## src/rtl/wiper_pkg.sv

```systemverilog
package wiper_pkg;

    typedef enum logic [1:0] {
        ST_SETTLE,
        ST_RECALL,
        ST_RUN
    } wstate_e;

    typedef enum logic [2:0] {
        OP_HOLD,
        OP_RECALL,
        OP_HOST,
        OP_XFR,
        OP_INC,
        OP_DEC
    } wop_e;

endpackage

```

## src/rtl/wiper_ctrl.sv

```systemverilog
module wiper_ctrl
    import wiper_pkg::*;
#(
    parameter int RECALL_WAIT = 4
) (
    input  logic clk,
    input  logic rst_n,
    input  logic host_wr_en,
    input  logic xfr_en,
    input  logic step_en,
    input  logic step_up,
    output wop_e op
);
    localparam int CW = $clog2(RECALL_WAIT + 1);
    localparam logic [CW-1:0] LAST = CW'(RECALL_WAIT - 1);

    wstate_e        state, state_nxt;
    logic [CW-1:0]  wait_cnt;

    // state register and settle counter
    always_ff @(posedge clk or negedge rst_n) begin
        if (!rst_n) begin
            state    <= ST_SETTLE;
            wait_cnt <= '0;
        end else begin
            state <= state_nxt;
            if (state == ST_SETTLE)
                wait_cnt <= wait_cnt + 1'b1;
        end
    end

    always_comb begin
        state_nxt = state;
        unique case (state)
            ST_SETTLE: if (wait_cnt == LAST) state_nxt = ST_RECALL;
            ST_RECALL: state_nxt = ST_RUN;
            ST_RUN:    state_nxt = ST_RUN;
            default:   state_nxt = ST_SETTLE;
        endcase
    end

    // operation decode, priority host > transfer > step
    always_comb begin
        op = OP_HOLD;
        unique case (state)
            ST_SETTLE: op = OP_HOLD;
            ST_RECALL: op = OP_RECALL;
            ST_RUN: begin
                if (host_wr_en)   op = OP_HOST;
                else if (xfr_en)  op = OP_XFR;
                else if (step_en) op = step_up ? OP_INC : OP_DEC;
                else              op = OP_HOLD;
            end
            default: op = OP_HOLD;
        endcase
    end

    // RUN is only ever entered through a recall cycle
    a_r3_run_after_recall: assert property (@(posedge clk) disable iff (!rst_n)
        $rose(state == ST_RUN) |-> $past(op) == OP_RECALL);

    // recall lasts exactly one cycle
    a_r2_single_recall: assert property (@(posedge clk) disable iff (!rst_n)
        (op == OP_RECALL) |=> (op != OP_RECALL));

endmodule

```

## src/rtl/wiper_counter.sv

```systemverilog
module wiper_counter
    import wiper_pkg::*;
#(
    parameter int WIDTH  = 8,
    parameter int NUM_DR = 4
) (
    input  logic                    clk,
    input  logic                    rst_n,
    input  wop_e                    op,
    input  logic [WIDTH-1:0]        host_code,
    input  logic [$clog2(NUM_DR)-1:0] xfr_sel,
    input  logic [NUM_DR*WIDTH-1:0] dr_flat,
    output logic [WIDTH-1:0]        code,
    output logic [WIDTH-1:0]        code_nxt
);
    localparam logic [WIDTH-1:0] TOP = {WIDTH{1'b1}};

    logic [WIDTH-1:0] dr_word [NUM_DR];
    logic [WIDTH-1:0] sel_word;

    for (genvar g = 0; g < NUM_DR; g++) begin : g_split
        assign dr_word[g] = dr_flat[g*WIDTH +: WIDTH];
    end

    assign sel_word = dr_word[xfr_sel];

    always_comb begin
        code_nxt = code;
        unique case (op)
            OP_HOLD:   code_nxt = code;
            OP_RECALL: code_nxt = dr_word[0];
            OP_HOST:   code_nxt = host_code;
            OP_XFR:    code_nxt = sel_word;
            OP_INC:    code_nxt = (code == TOP) ? code : code + 1'b1;
            OP_DEC:    code_nxt = (code == '0) ? code : code - 1'b1;
            default:   code_nxt = code;
        endcase
    end

    always_ff @(posedge clk or negedge rst_n) begin
        if (!rst_n) code <= '0;
        else        code <= code_nxt;
    end

    a_r2_recall_dr0: assert property (@(posedge clk) disable iff (!rst_n)
        (op == OP_RECALL) |=> code == $past(dr_flat[WIDTH-1:0]));

    a_r4_host_load: assert property (@(posedge clk) disable iff (!rst_n)
        (op == OP_HOST) |=> code == $past(host_code));

    a_r5_xfr_load: assert property (@(posedge clk) disable iff (!rst_n)
        (op == OP_XFR) |=> code == $past(sel_word));

    a_r6_inc_sat: assert property (@(posedge clk) disable iff (!rst_n)
        (op == OP_INC && code == TOP) |=> code == TOP);

    a_r6_inc_step: assert property (@(posedge clk) disable iff (!rst_n)
        (op == OP_INC && code != TOP) |=> code == $past(code) + 1'b1);

    a_r7_dec_sat: assert property (@(posedge clk) disable iff (!rst_n)
        (op == OP_DEC && code == '0) |=> code == '0);

    a_r7_dec_step: assert property (@(posedge clk) disable iff (!rst_n)
        (op == OP_DEC && code != '0) |=> code == $past(code) - 1'b1);

    a_r10_hold: assert property (@(posedge clk) disable iff (!rst_n)
        (op == OP_HOLD) |=> $stable(code));

endmodule

```

## src/rtl/wiper_tap_decode.sv

```systemverilog
module wiper_tap_decode #(
    parameter int WIDTH = 8
) (
    input  logic                  clk,
    input  logic                  rst_n,
    input  logic [WIDTH-1:0]      code_nxt,
    output logic [(1<<WIDTH)-1:0] tap_sel
);
    localparam int TAPS = 1 << WIDTH;

    logic [TAPS-1:0] tap_d;

    for (genvar i = 0; i < TAPS; i++) begin : g_tap
        assign tap_d[i] = (code_nxt == WIDTH'(i));
    end

    // registered so the switch word changes in one clean step
    always_ff @(posedge clk or negedge rst_n) begin
        if (!rst_n) tap_sel <= TAPS'(1);
        else        tap_sel <= tap_d;
    end

    a_r9_single_tap: assert property (@(posedge clk) disable iff (!rst_n)
        $onehot(tap_sel));

endmodule

```

## src/rtl/wiper_position.sv

```systemverilog
module wiper_position
    import wiper_pkg::*;
#(
    parameter int WIDTH       = 8,
    parameter int NUM_DR      = 4,
    parameter int RECALL_WAIT = 4
) (
    input  logic                        clk,
    input  logic                        rst_n,
    input  logic                        host_wr_en,
    input  logic [WIDTH-1:0]            host_wr_code,
    input  logic                        xfr_en,
    input  logic [$clog2(NUM_DR)-1:0]   xfr_sel,
    input  logic                        step_en,
    input  logic                        step_up,
    input  logic [NUM_DR*WIDTH-1:0]     dr_bank0,
    output logic [WIDTH-1:0]            code,
    output logic [(1<<WIDTH)-1:0]       tap_sel
);
    localparam int TAPS = 1 << WIDTH;

    wop_e             op;
    logic [WIDTH-1:0] code_nxt;

    wiper_ctrl #(.RECALL_WAIT(RECALL_WAIT)) u_ctrl (
        .clk        (clk),
        .rst_n      (rst_n),
        .host_wr_en (host_wr_en),
        .xfr_en     (xfr_en),
        .step_en    (step_en),
        .step_up    (step_up),
        .op         (op)
    );

    wiper_counter #(.WIDTH(WIDTH), .NUM_DR(NUM_DR)) u_cnt (
        .clk       (clk),
        .rst_n     (rst_n),
        .op        (op),
        .host_code (host_wr_code),
        .xfr_sel   (xfr_sel),
        .dr_flat   (dr_bank0),
        .code      (code),
        .code_nxt  (code_nxt)
    );

    wiper_tap_decode #(.WIDTH(WIDTH)) u_dec (
        .clk      (clk),
        .rst_n    (rst_n),
        .code_nxt (code_nxt),
        .tap_sel  (tap_sel)
    );

    // the enabled switch always matches the stored position
    a_r9_tap_tracks_code: assert property (@(posedge clk) disable iff (!rst_n)
        tap_sel == (TAPS'(1) << code));

endmodule

```

## config.mk

```make
export PLATFORM = sky130hd
export DESIGN_NAME = wiper_position
export DESIGN_NICKNAME = d
export VERILOG_FILES = /design/src/rtl/wiper_pkg.sv /design/src/rtl/wiper_ctrl.sv /design/src/rtl/wiper_counter.sv /design/src/rtl/wiper_tap_decode.sv /design/src/rtl/wiper_position.sv
export SDC_FILE = /design/constraint.sdc
export NUM_CORES = 1
export LEC_CHECK = 0
export ABC_AREA = 1
export BUFFER_PORTS_ARGS = -buffer_cell sky130_fd_sc_hd__buf_2
export CORE_ASPECT_RATIO = 0.7
export CORE_MARGIN = 2
export CORE_UTILIZATION = 54
export CTS_CLUSTER_DIAMETER = 120
export DETAILED_ROUTE_END_ITERATION = 6
export PLACE_DENSITY = 0.9
export SKIP_LAST_GASP = 1
export SLEW_MARGIN = 40
export SYNTH_ARGS = -nofsm -noshare
export SYNTH_HDL_FRONTEND = slang
export SYNTH_HIERARCHICAL = 1
export SYNTH_SLANG_ARGS = --single-unit
```

## constraint.sdc

```tcl
create_clock -name clk -period 3.97 [get_ports clk]
set_input_delay 0.1985 -clock clk [delete_from_list [all_inputs] [get_ports clk]]
set_output_delay 0.1985 -clock clk [all_outputs]
set_load 0.005 [all_outputs]
```

Word level (Yosys, flattened, before mapping) --
Cells that the tools add are included.
Storage, ports and cells: output and inout port bits 264, input port bits 48, bits in registers 269
Operators by class: magnitude comparators 1, add/sub/neg operators 3, mux-type cells 13, reductions and logical operators 4, eq/ne operators 265, bitwise logic cells 1
Operators with widths (number):
- == test 8 bit (second input constant) | 129
- == test 8 x 7 -> 1 bit (second input constant) | 64
- == test 8 x 6 -> 1 bit (second input constant) | 32
- == test 8 x 5 -> 1 bit (second input constant) | 16
- == test 8 x 4 -> 1 bit (second input constant) | 8
- case mux 8 bit (5 select lines) | 1
- == test 8 x 3 -> 1 bit (second input constant) | 4
- two-way mux 8 bit | 4
- binary-select mux 8 bit (select 2 bit) | 1
- == test 8 x 2 -> 1 bit (second input constant) | 2
- logical NOT 8 bit | 2
- == test 3 x 2 -> 1 bit (second input constant) | 3
- two-way mux 3 bit | 3
- adder 8 x 1 -> 8 bit (second input constant) | 1
- == test 8 x 1 -> 1 bit (second input constant) | 1
- subtractor 8 x 1 -> 8 bit (second input constant) | 1
- == test 3 bit (second input constant) | 2
- case mux 3 bit (2 select lines) | 1
- case mux 2 bit (2 select lines) | 1
- adder 3 x 1 -> 3 bit (second input constant) | 1
- == test 3 x 1 -> 1 bit (second input constant) | 1
- greater-or-equal comparator 3 bit (second input constant) | 1
- NOT 2 -> 3 bit | 1
- == test 2 x 1 -> 1 bit (second input constant) | 1
- 6 further kinds | 6

Longest topological paths before layout --
Gate-level depths: netlist of run 1.
word-level depth 8, mapped depth 19, mapped depth without buffers 18

Modules after synthesis --
Netlist of run 1, hierarchy kept.
By module, submodules not included:
- wiper_tap_decode | cells each 604, seq. area each 6407.4 um^2, instances 1, area each 7773.7 um^2
- wiper_counter | cells each 228, seq. area each 200.2 um^2, instances 1, area each 1233.7 um^2
- wiper_ctrl | cells each 40, seq. area each 125.1 um^2, instances 1, area each 334.1 um^2

Worst setup path before layout of run 1 --
OpenSTA, ideal clock, no wires.
path kind reg-to-reg, from register u_ctrl.state[0], to register u_dec.tap_sel[142], period minus slack after synthesis 2559 ps, cell stages (with the launch flop) 20, path buffers 1, data required time 3896 ps, path slack 1411 ps, data arrival time 2485 ps, path through dfrtp_1 -> inv_1 -> ha_1 -> inv_1 -> nor2_1 -> nand2_1 -> a21oi_1 -> nand2_1 -> nor2_1 -> nand2_1 -> nand2_1 -> inv_1 -> nand2_1 -> nor2_1 -> nand3_1 -> inv_1 -> nor2_1 -> nand2_1 -> buf_4 -> nor2_1
Between the ends: cells in the longest elaborated chain, start to end 5, elaborated cells on any way between the ends 10, classes of those cells eq/ne (8); mux (2)
Ends and longest elaborated chain:
- start, declared | line wiper_ctrl.sv:17 | wstate_e state, state_nxt;
- start signal, assigned | line wiper_ctrl.sv:26 | state <= state_nxt;
- == test 2 bit or == test 2 x 1 -> 1 bit (tied branches) | line wiper_ctrl.sv:45 | unique case (state)
- case mux 3 bit (2 select lines) * | line wiper_ctrl.sv:45
- net op[0] | line wiper_position.sv:22 | wop_e op;
- == test 3 bit (tied with other cells) | line wiper_counter.sv:29 | unique case (op)
- case mux 8 bit (5 select lines) * | line wiper_counter.sv:29
- net code_nxt[1] | line wiper_position.sv:23 | logic [WIDTH-1:0] code_nxt;
- == test 8 bit * | line wiper_tap_decode.sv:14 | assign tap_d[i] = (code_nxt == WIDTH'(i));
- net u_dec.tap_d[142] | line wiper_tap_decode.sv:11 | logic [TAPS-1:0] tap_d;
- end signal, assigned | line wiper_tap_decode.sv:20 | else tap_sel <= tap_d;
- end, declared | line wiper_tap_decode.sv:7 | output logic [(1<<WIDTH)-1:0] tap_sel
Mark *: on every way through the listed nets, which the timed path passes. The rest lies on a longest branch. A chain may end at the register's enable or synchronous reset.

Worst setup path after layout of run 1 --
from register u_ctrl.state[0], to register u_dec.tap_sel[183]
The elaborated chain is that of the path after synthesis.

==> qor.yml, run 1 <==
setup_tns_ns: 0
skew_ns: 0.00820
finish.utilization_pct: 69.7
worst_pin_slew_ns: 0.856
ir_worst_vdd_uv: 340
period_minus_slack_ns: 3.47
synth-seq-area-share_pct: 72.1
dp_slack_ns: 0.625
ant_nets: 0
netlist_area_um2: 9340
drt_iter0_drc: 800
synth_area_leaders: "dfrtp_1 (72%), nor2_1 (13%), nand2_1 (5.3%)"
synth_ff_type: "dfrtp_1"
die_x_um: 161
critPathArrivalTime_ns: 3.87
rsz0062_at_grt: "no"
io_buffer_count: 311
fin_nets: 1238
dp_hpwl_um: 18800
area_growth_syn_to_layout_pct: 27.3
firstDrtPassIters: 5
synth-compound-area-share_pct: 1.78
synth_top_family_by_area: "simple AND/OR/NAND/NOR gates"
synth_top_area_cell: "dfrtp_1"
synth_edf_count: 0
clk_pin_slew_ns: 0.07
yosys_warnings: 6
leakage_uw: 0.00684
syn_inst: 872
grt_pass1_vias: 7372
start_kind: "flip-flop"
grt_first_pass_wirelength_um: 42100
drc: 0
setup_viol: 0
vias: 7407
worst_slack_ns: 0.501
htreeDepth: 1
hold_violations: 0
gp_congestion: 0.953
die_h_um: 114
die_area_um2: 18400
insertedDiodeCount: 0
worstSetupEndpointType: "flip-flop"
powerDensity_nw_per_um2: 478
drv_cap: 0
ys_types: 28
timing.final.crit_share_pct: 87.4
max-slew-margin-rel_pct: 42.8
synth_xor_xnor_area_share_pct: 0.281
status: "completed"
async_flop_share_pct: 100
fmax_mhz: 288
grt_overflow: 0
netlist.area_leader.share_pct: 71.8
grt_max_degree: 81
start_util_pct: 54.7
placed_area_um2: 11100
cts_sinks: 269
design_area_um2: 11900
muxShareOfSynthArea_pct: 0
synth.avg_cell_area_um2: 10.7
routed_wirelength_um: 27700
synthAdderAreaFrac_pct: 1.07
cts_tree: "built"
grt_usage_pct: 30.5
hold_path_class: "in2reg"
cts-root-buf: "clkbuf_16"
core_um2: 17100
antenna_found_initial: 0
cp_max_fo: 16
worstSkewPairLatency_ns: 0.51
ys_ff_latch: 269
drive_gt1_share_pct: 31.5
report.final.slew_viol_count: 0
synthSimpleGateAreaFrac_pct: 20.7
rows: 40
critPathKind: "reg2reg"
holdWs_ns: 0.0840
wire_per_inst_um: 19.4
post_cts_resized: 0
required_ns: 4.37
ios: 312
mappedNetlistNets: 928
cts_made_buffers: 24
vias_per_cell: 5.18
clockBufferDepth: 3
## area by class of cell
class                   instances  area, µm²
clock buffers                  33        686
clock inverters                11        116
fillers                      1228       5170
inverters                      42        158
multi-input cells             524       2220
flip-flops and latches        269       6730
well taps                     231        289
repair buffers                321       1690
## repair_timing
action	in CTS	in global routing
endpoints found under the hold margin	71	0
hold buffers	1	0
buffers inserted	0	0
## kinds of logic after synthesis
| group | after synthesis |
|---|---|
| xor gates and xnor gates | 3 |
| adders and majority gates | 8 |
| and+or+nand+nor | 483 |
| DFF | 269 |
| buffers and inverters | 79 |
| AOI/OAI and AO/OA | 30 |
## critical path, cell delays in order (launching register included)
cell and delay [ns]:
dfrtp_1 0.38, inv_1 0.13, ha_1 0.20, inv_1 0.06, nor2_1 0.08, nand2_1 0.06, a21oi_1 0.26, inv_1 0.13
nor2_2 0.35, a21boi_0 0.25, nor2_1 0.08, nand3_1 0.16, inv_1 0.07, nor2_1 0.22, nand2_1 0.57, nor2_1 0.35
## registers in the layout (all words and copies together), names as in the netlist
signal	flops
u_dec/tap_sel	256
u_ctrl/wait_cnt	3
u_cnt/code	8
u_ctrl/state	2
## stage by stage
stage	cells	power, µW
6_report	1431	5690
5_1_grt	1431	5890
4_1_cts	1431	5720
3_5_place_dp	1386	3380
3_3_place_gp	1385	3370
2_1_floorplan	872	3140
## power by group
part           leakage, µW  internal, µW  switching (µW)
registers          0.00373          2780            35.9
logic              0.00273           122             405
clock network     0.000388          1350             998
## cells in the mapped netlist (3+ instances only)
master / instances
nor2_1: 313
o21ai_2: 3
o21ai_0: 18
nand2_1: 132
buf_2: 24
nor2_2: 5
inv_1: 39
dfrtp_1: 268
buf_6: 3
ha_1: 8
xor2_1: 3
inv_2: 3
buf_4: 10
nand3_1: 20
nand4_1: 4
a21oi_1: 5
## routing by layer
metal	track usage, %	part of all wire [%]	vias up
li1	-	-	3261
met1	41.3	40	3670
met2	49.8	47	423
met3	8.11	9.9	53
met4	8.63	2.4	0
met5	0	0	-
## final timing paths
path / start / endpoint / slack (ns) / depth (start not counted)
setup reg to reg: u_ctrl/state[0] / u_dec/tap_sel[183] / 0.50 / 15
setup / recovery: u_ctrl/state[0] / u_dec/tap_sel[183] / 0.50 / 15
min in group asynchronous: rst_n / u_dec/tap_sel[11] / 0.26 / 2
max in group asynchronous: rst_n / u_dec/tap_sel[63] / 2.93 / 3
hold reg to reg: u_ctrl/wait_cnt[1] / u_ctrl/wait_cnt[1] / 0.50 / 2
hold / removal: host_wr_code[5] / u_cnt/code[5] / 0.08 / 3
## cells in the final DEF, fill, tap and decap left out, drive strengths merged, types with 2 or more instances in the layout
| cell type | instances |
|---|---|
| clkinv | 5 |
| buf | 320 |
| dfrtp | 268 |
| inv | 43 |
| nand4 | 4 |
| clkbuf | 33 |
| ha | 8 |
| clkinvlp | 3 |
| a21oi | 5 |
| nor2 | 321 |
| nand2 | 133 |
| xor2 | 3 |
| o21ai | 23 |
| bufinv | 2 |
| nand3 | 22 |
Power figures use the tool's default switching activity.
==> run 2, diff against run 1 <==
--- a/config.mk
+++ b/config.mk
@@ -13,6 +13,7 @@
 export CTS_CLUSTER_DIAMETER = 120
 export DETAILED_ROUTE_END_ITERATION = 6
 export PLACE_DENSITY = 0.9
+export REMOVE_ABC_BUFFERS = 1
 export SKIP_LAST_GASP = 1
 export SLEW_MARGIN = 40
 export SYNTH_ARGS = -nofsm -noshare
==> qor.yml, run 2 (same netlist as run 1, synthesis figures left out) <==
fmax_mhz: 286  # -0.67%
grt_max_degree: 86  # +6.2%
rsz0062_at_grt: "no"
fin_nets: 1243  # +0.40%
worstSetupEndpointType: "flip-flop"
io_buffer_count: 311  # unchanged
vias_per_cell: 5.07  # -2.1%
ios: 312  # unchanged
final_cell_mix: "nor2_1 (312), buf_2 (310), dfrtp_1 (268)"
core_um2: 17100  # unchanged
grt_first_pass_wirelength_um: 41900  # -0.52%
required_ns: 4.40  # +0.03 ns
max_stage_delay_ns: 0.53  # -0.04 ns
powerDensity_nw_per_um2: 475  # -0.61%
top_regs: "u_dec/tap_sel x256, u_cnt/code x8, u_ctrl/wait_cnt x3"
clockBufferDepth: 3  # unchanged
drive_gt1_share_pct: 32.1  # +0.56 points
critPathKind: "reg2reg"
period_minus_slack_ns: 3.49  # +0.0232 ns
area_growth_syn_to_layout_pct: 27.5
cp_slowest_cell: "nand2_1"
antenna_found_initial: 0  # unchanged
worst_pin_slew_ns: 0.871  # +0.0153 ns
largest_register_ffs: 256  # unchanged
leakage_uw: 0.00686  # +0.28%
setup_viol: 0  # unchanged
crit_end: "u_dec/tap_sel[134]"
drt_iter0_drc: 729  # -8.9%
timing.final.crit_share_pct: 88.0  # +0.59 points
ir_worst_vdd_uv: 348  # +2.4%
drv_cap: 0  # unchanged
start_util_pct: 54.7  # unchanged
reg2reg_depth: 18  # +3
vias: 7275  # -1.8%
insertedDiodeCount: 0  # unchanged
report.final.slew_viol_count: 0  # unchanged
grt_overflow: 0  # unchanged
hold_path_class: "in2reg"
critPathArrivalTime_ns: 3.92  # +0.05 ns
r2r-start: "u_ctrl/state[0]"
cts_sinks: 269  # unchanged
status: "completed"
drc: 0  # unchanged
dp_hpwl_um: 18400  # -1.9%
die_h_um: 114  # unchanged
cts-root-buf: "clkbuf_16"
htreeDepth: 1  # unchanged
skew_ns: 0.0214  # +0.0132 ns
grt_usage_pct: 30.3  # -0.27 points
grt_pass1_vias: 7353  # -0.26%
routed_wirelength_um: 27700  # -0.19%
ant_nets: 0  # unchanged
die_x_um: 161  # unchanged
rows: 40  # unchanged
cp_max_fo: 16  # unchanged
wire_per_inst_um: 19.3  # -0.47%
stdcell_count: 1435  # +0.28%
r2r_end: "u_dec/tap_sel[134]"
cp_num_buf_inv: 4  # unchanged
die_area_um2: 18400  # unchanged
firstDrtPassIters: 6  # +1
hold_violations: 0  # unchanged
cts_made_buffers: 25  # +4.2%
cp_num_cells: 18  # +3
holdWs_ns: 0.0506  # -0.0334 ns
start_kind: "flip-flop"
place_inst: 1390  # +0.29%
layout_commonest_cell: "nor2_1"
cts_tree: "built"
max-slew-margin-rel_pct: 41.8  # -1.0 points
clk_pin_slew_ns: 0.06  # about the same
critPathTopFamily: "simple AND/OR/NAND/NOR gates"
cp-startpoint: "u_ctrl/state[0]"
setup_tns_ns: 0  # unchanged
gp_congestion: 0.918  # -3.7%
worstSkewPairLatency_ns: 0.52  # about the same
r2r_setup_slack_ns: 0.48  # -0.02 ns
path_cells: "inv_1, ha_1, inv_1, nor2_1, nand2_1, a21oi_1, nand2_1, nor2_1, nand2_1, nand2_1, inv_1, nand2_1, nor2_1, nand3_1, inv_1, nor2_1, nand2_1, nor2_1"
top_register: "u_dec/tap_sel"
cp_common_cell: "nand2_1"
run 2: per-stage QoR:
step / worst slack (ns) / power [µW] / instance area [µm²] / util (%)
detailed placement: 0.499 / 3390 / 11100 / 65.0
finish: 0.478 / 5660 / 11900 / 69.8
CTS: 0.500 / 5690 / 11900 / 69.8
global route: 0.144 / 5860 / 11900 / 69.8
global placement: 0.649 / 3380 / 11100 / 64.9
floorplan: 1.38 / 3110 / 9110 / -
run 2: power by group:
group | total [µW] | switching [µW] | internal (µW) | leakage, µW
combinational | 536 | 409 | 127 | 0.00274
sequential | 2810 | 35.3 | 2780 | 0.00373
clock | 2310 | 1010 | 1300 | 0.000396
total | 5660 | 1450 | 4210 | 0.00686
run 2: layout make-up:
type                       count  area, µm²
clock buffer                  31        688
clock inverter                13        109
fill                        1230       5160
inverter                      42        158
multi-input combinational    524       2220
sequential                   269       6730
tap                          231        289
timing repair buffer         325       1710
run 2: worst min path at each step:
| stage | startpoint | to | slack (ns) | cells after the start |
|---|---|---|---|---|
| 5_1_grt | host_wr_code[5] | u_cnt/code[5] | 0.07 | 3 |
| 2_1_floorplan | rst_n | u_cnt/code[0] | -0.1 | 0 |
| 3_5_place_dp | rst_n | u_dec/tap_sel[8] | 0.11 | 1 |
| 3_3_place_gp | rst_n | u_dec/tap_sel[4] | 0.34 | 1 |
| 4_1_cts | host_wr_code[5] | u_cnt/code[5] | 0.03 | 3 |
| 6_report | host_wr_code[5] | u_cnt/code[5] | 0.05 | 3 |
run 2: metal layers:
metal	global-route usage (%)	part of all wire, %	routed length, µm	up-vias
met5	0	0	0	-
met4	8.33	2.2	604	0
met3	8.11	9.0	2500	48
met2	49.4	47	13000	385
met1	40.9	42	11600	3577
li1	-	-	-	3265
run 2: tightest hold or removal path: stages:
cell and delay (ns):
buf_2 0.07, nand2_1 0.04, nand4_1 0.19
run 2: repair_timing:
action                     4_1_cts  5_1_grt
hold buffers                     1        0
gates resized for setup          0        1
setup endpoints to repair        0        1
buffers inserted                 0        0
hold endpoints to repair       136        0
==> run 3, diff against run 2 <==
--- a/config.mk
+++ b/config.mk
@@ -7,7 +7,7 @@
 export LEC_CHECK = 0
 export ABC_AREA = 1
 export BUFFER_PORTS_ARGS = -buffer_cell sky130_fd_sc_hd__buf_2
-export CORE_ASPECT_RATIO = 0.7
+export CORE_ASPECT_RATIO = 0.6
 export CORE_MARGIN = 2
 export CORE_UTILIZATION = 54
 export CTS_CLUSTER_DIAMETER = 120
==> qor.yml, run 3 (same netlist as run 1, synthesis figures left out) <==
status: "completed"
cts_sinks: 269  # unchanged
cp-startpoint: "u_ctrl/state[0]"
critPathTopFamily: "simple AND/OR/NAND/NOR gates"
r2r_end: "u_dec/tap_sel[42]"
design_area_um2: 11900  # about the same
firstDrtPassIters: 5  # -1
vias_per_cell: 5.16  # +1.7%
cts-root-buf: "clkbuf_16"
r2r_setup_slack_ns: 0.58  # +0.10 ns
post_cts_resized: 0  # unchanged
io_buffer_count: 311  # unchanged
dp_hpwl_um: 18900  # +3.0%
cts_tree: "built"
ant_nets: 0  # unchanged
drv_cap: 0  # unchanged
grt_overflow: 0  # unchanged
start_kind: "flip-flop"
htreeDepth: 1  # unchanged
gp_congestion: 0.919  # +0.20%
drive_gt1_share_pct: 31.6  # -0.44 points
dp_slack_ns: 0.683  # +0.184 ns
top_regs: "u_dec/tap_sel x256, u_cnt/code x8, u_ctrl/wait_cnt x3"
ios: 312  # unchanged
leakage_uw: 0.00686  # about the same
core_um2: 17000  # -0.18%
regArea_um2: 6730  # unchanged
fmax_mhz: 295  # +2.9%
report.final.slew_viol_count: 0  # unchanged
worst_slack_ns: 0.575  # +0.0971 ns
antenna_found_initial: 0  # unchanged
fin_nets: 1247  # +0.32%
grt_usage_pct: 30.9  # +0.65 points
vias: 7421  # +2.0%
skew_ns: 0.0142  # -0.00719 ns
cp_num_cells: 18  # unchanged
top_register: "u_dec/tap_sel"
area_growth_syn_to_layout_pct: 27.4  # about the same
worstSkewPairLatency_ns: 0.50  # -0.02 ns
cp_num_buf_inv: 5  # +1
rows: 37  # -7.5%
insertedDiodeCount: 0  # unchanged
wire_per_inst_um: 19.4  # +0.68%
cp_max_fo: 16  # unchanged
cts-hold-fix-buffers: 1  # unchanged
clockBufferDepth: 3  # unchanged
critPathArrivalTime_ns: 3.79  # -0.13 ns
place_inst: 1399  # +0.65%
setup_viol: 0  # unchanged
crit_end: "u_dec/tap_sel[42]"
cts_made_buffers: 23  # -8.0%
routed_wirelength_um: 27900  # +0.96%
reg2reg_depth: 18  # unchanged
die_h_um: 106  # -7.2%
die_x_um: 174  # +7.8%
cp_slowest_cell: "nand2_1"
max_stage_delay_ns: 0.51  # -0.02 ns
post_cts_buffers: 0  # unchanged
required_ns: 4.37  # -0.03 ns
drc: 0  # unchanged
critPathKind: "reg2reg"
period_minus_slack_ns: 3.39  # -0.0971 ns
start_util_pct: 54.8  # +0.096 points
layout_commonest_cell: "nor2_1"
multi_input_area_um2: 2220  # -0.11%
grt_pass1_vias: 7595  # +3.3%
clk_pin_slew_ns: 0.07  # about the same
grt_first_pass_wirelength_um: 43000  # +2.8%
r2r-start: "u_ctrl/state[0]"
rsz0062_at_grt: "no"
holdWs_ns: 0.0386  # -0.0119 ns
ir_worst_vdd_uv: 395  # +13%
drt_iter0_drc: 610  # -16%
max-slew-margin-rel_pct: 45.8  # +4.0 points
powerDensity_nw_per_um2: 470  # -1.2%
placed_area_um2: 11100  # +0.44%
grt_max_degree: 68  # -21%
hold_violations: 0  # unchanged
stdcell_count: 1439  # +0.28%
timing.final.crit_share_pct: 85.5  # -2.4 points
worst_pin_slew_ns: 0.811  # -0.0600 ns
cp_common_cell: "inv_1"
worstSetupEndpointType: "flip-flop"
die_area_um2: 18400  # about the same
path_cells: "inv_1, ha_1, inv_1, nor2_1, nand2_1, a21oi_1, inv_1, nor2_2, inv_1, nor2_4, nand2_1, nand2_1, nor2_1, nand3_1, inv_1, nor2_1, nand2_1, nor2_1"
largest_register_ffs: 256  # unchanged
nFillCells: 1251  # +1.7%
setup_tns_ns: 0  # unchanged
final_cell_mix: "nor2_1 (313), buf_2 (310), dfrtp_1 (268)"
hold_path_class: "in2reg"
==> run 3: worst min path at each step <==
stage	from	endpoint	slack (ns)	cells past startpoint
finish	host_wr_code[5]	u_cnt/code[5]	0.04	3
CTS	host_wr_code[5]	u_cnt/code[5]	0.03	3
global route	host_wr_code[5]	u_cnt/code[5]	0.10	3
global placement	rst_n	u_dec/tap_sel[200]	0.36	1
floorplan	rst_n	u_cnt/code[0]	-0.1	0
detailed placement	rst_n	u_dec/tap_sel[246]	0.16	1
==> run 3: power by group <==
part | total [µW] | internal, µW | switching [µW] | leakage [µW]
Sequential | 2810 | 2780 | 36.0 | 0.00373
Clock | 2240 | 1290 | 949 | 0.000364
Combinational | 535 | 129 | 406 | 0.00277
==> run 3: final cells by class <==
cell class | instances | share of cell area (%)
clock inverters | 4 | 0.589
well taps | 234 | 2.46
flip-flops and latches | 269 | 56.6
inverters | 42 | 1.33
clock buffers | 35 | 5.64
multi-input cells | 524 | 18.7
repair buffers | 331 | 14.7
==> run 3: stage by stage <==
step	util, %	power, µW
final	69.8	5590
after global routing	69.8	5800
after CTS	69.8	5600
after detailed placement	65.4	3390
after global placement	65.3	3370
after floorplan	-	3110
==> run 3: worst min-delay path: stages <==
cell	delay [ns]
buf_2	0.07
nand2_1	0.05
nand4_1	0.17
==> run 3: per-layer routing <==
layer  vias to the layer above  routed length [µm]  global-route usage, %
li1                       3276                   -                      -
met1                      3676               11500                   42.8
met2                       420               12900                   49.5
met3                        49                2980                   8.80
met4                         0                 495                   6.96
met5                         -                   0                      0
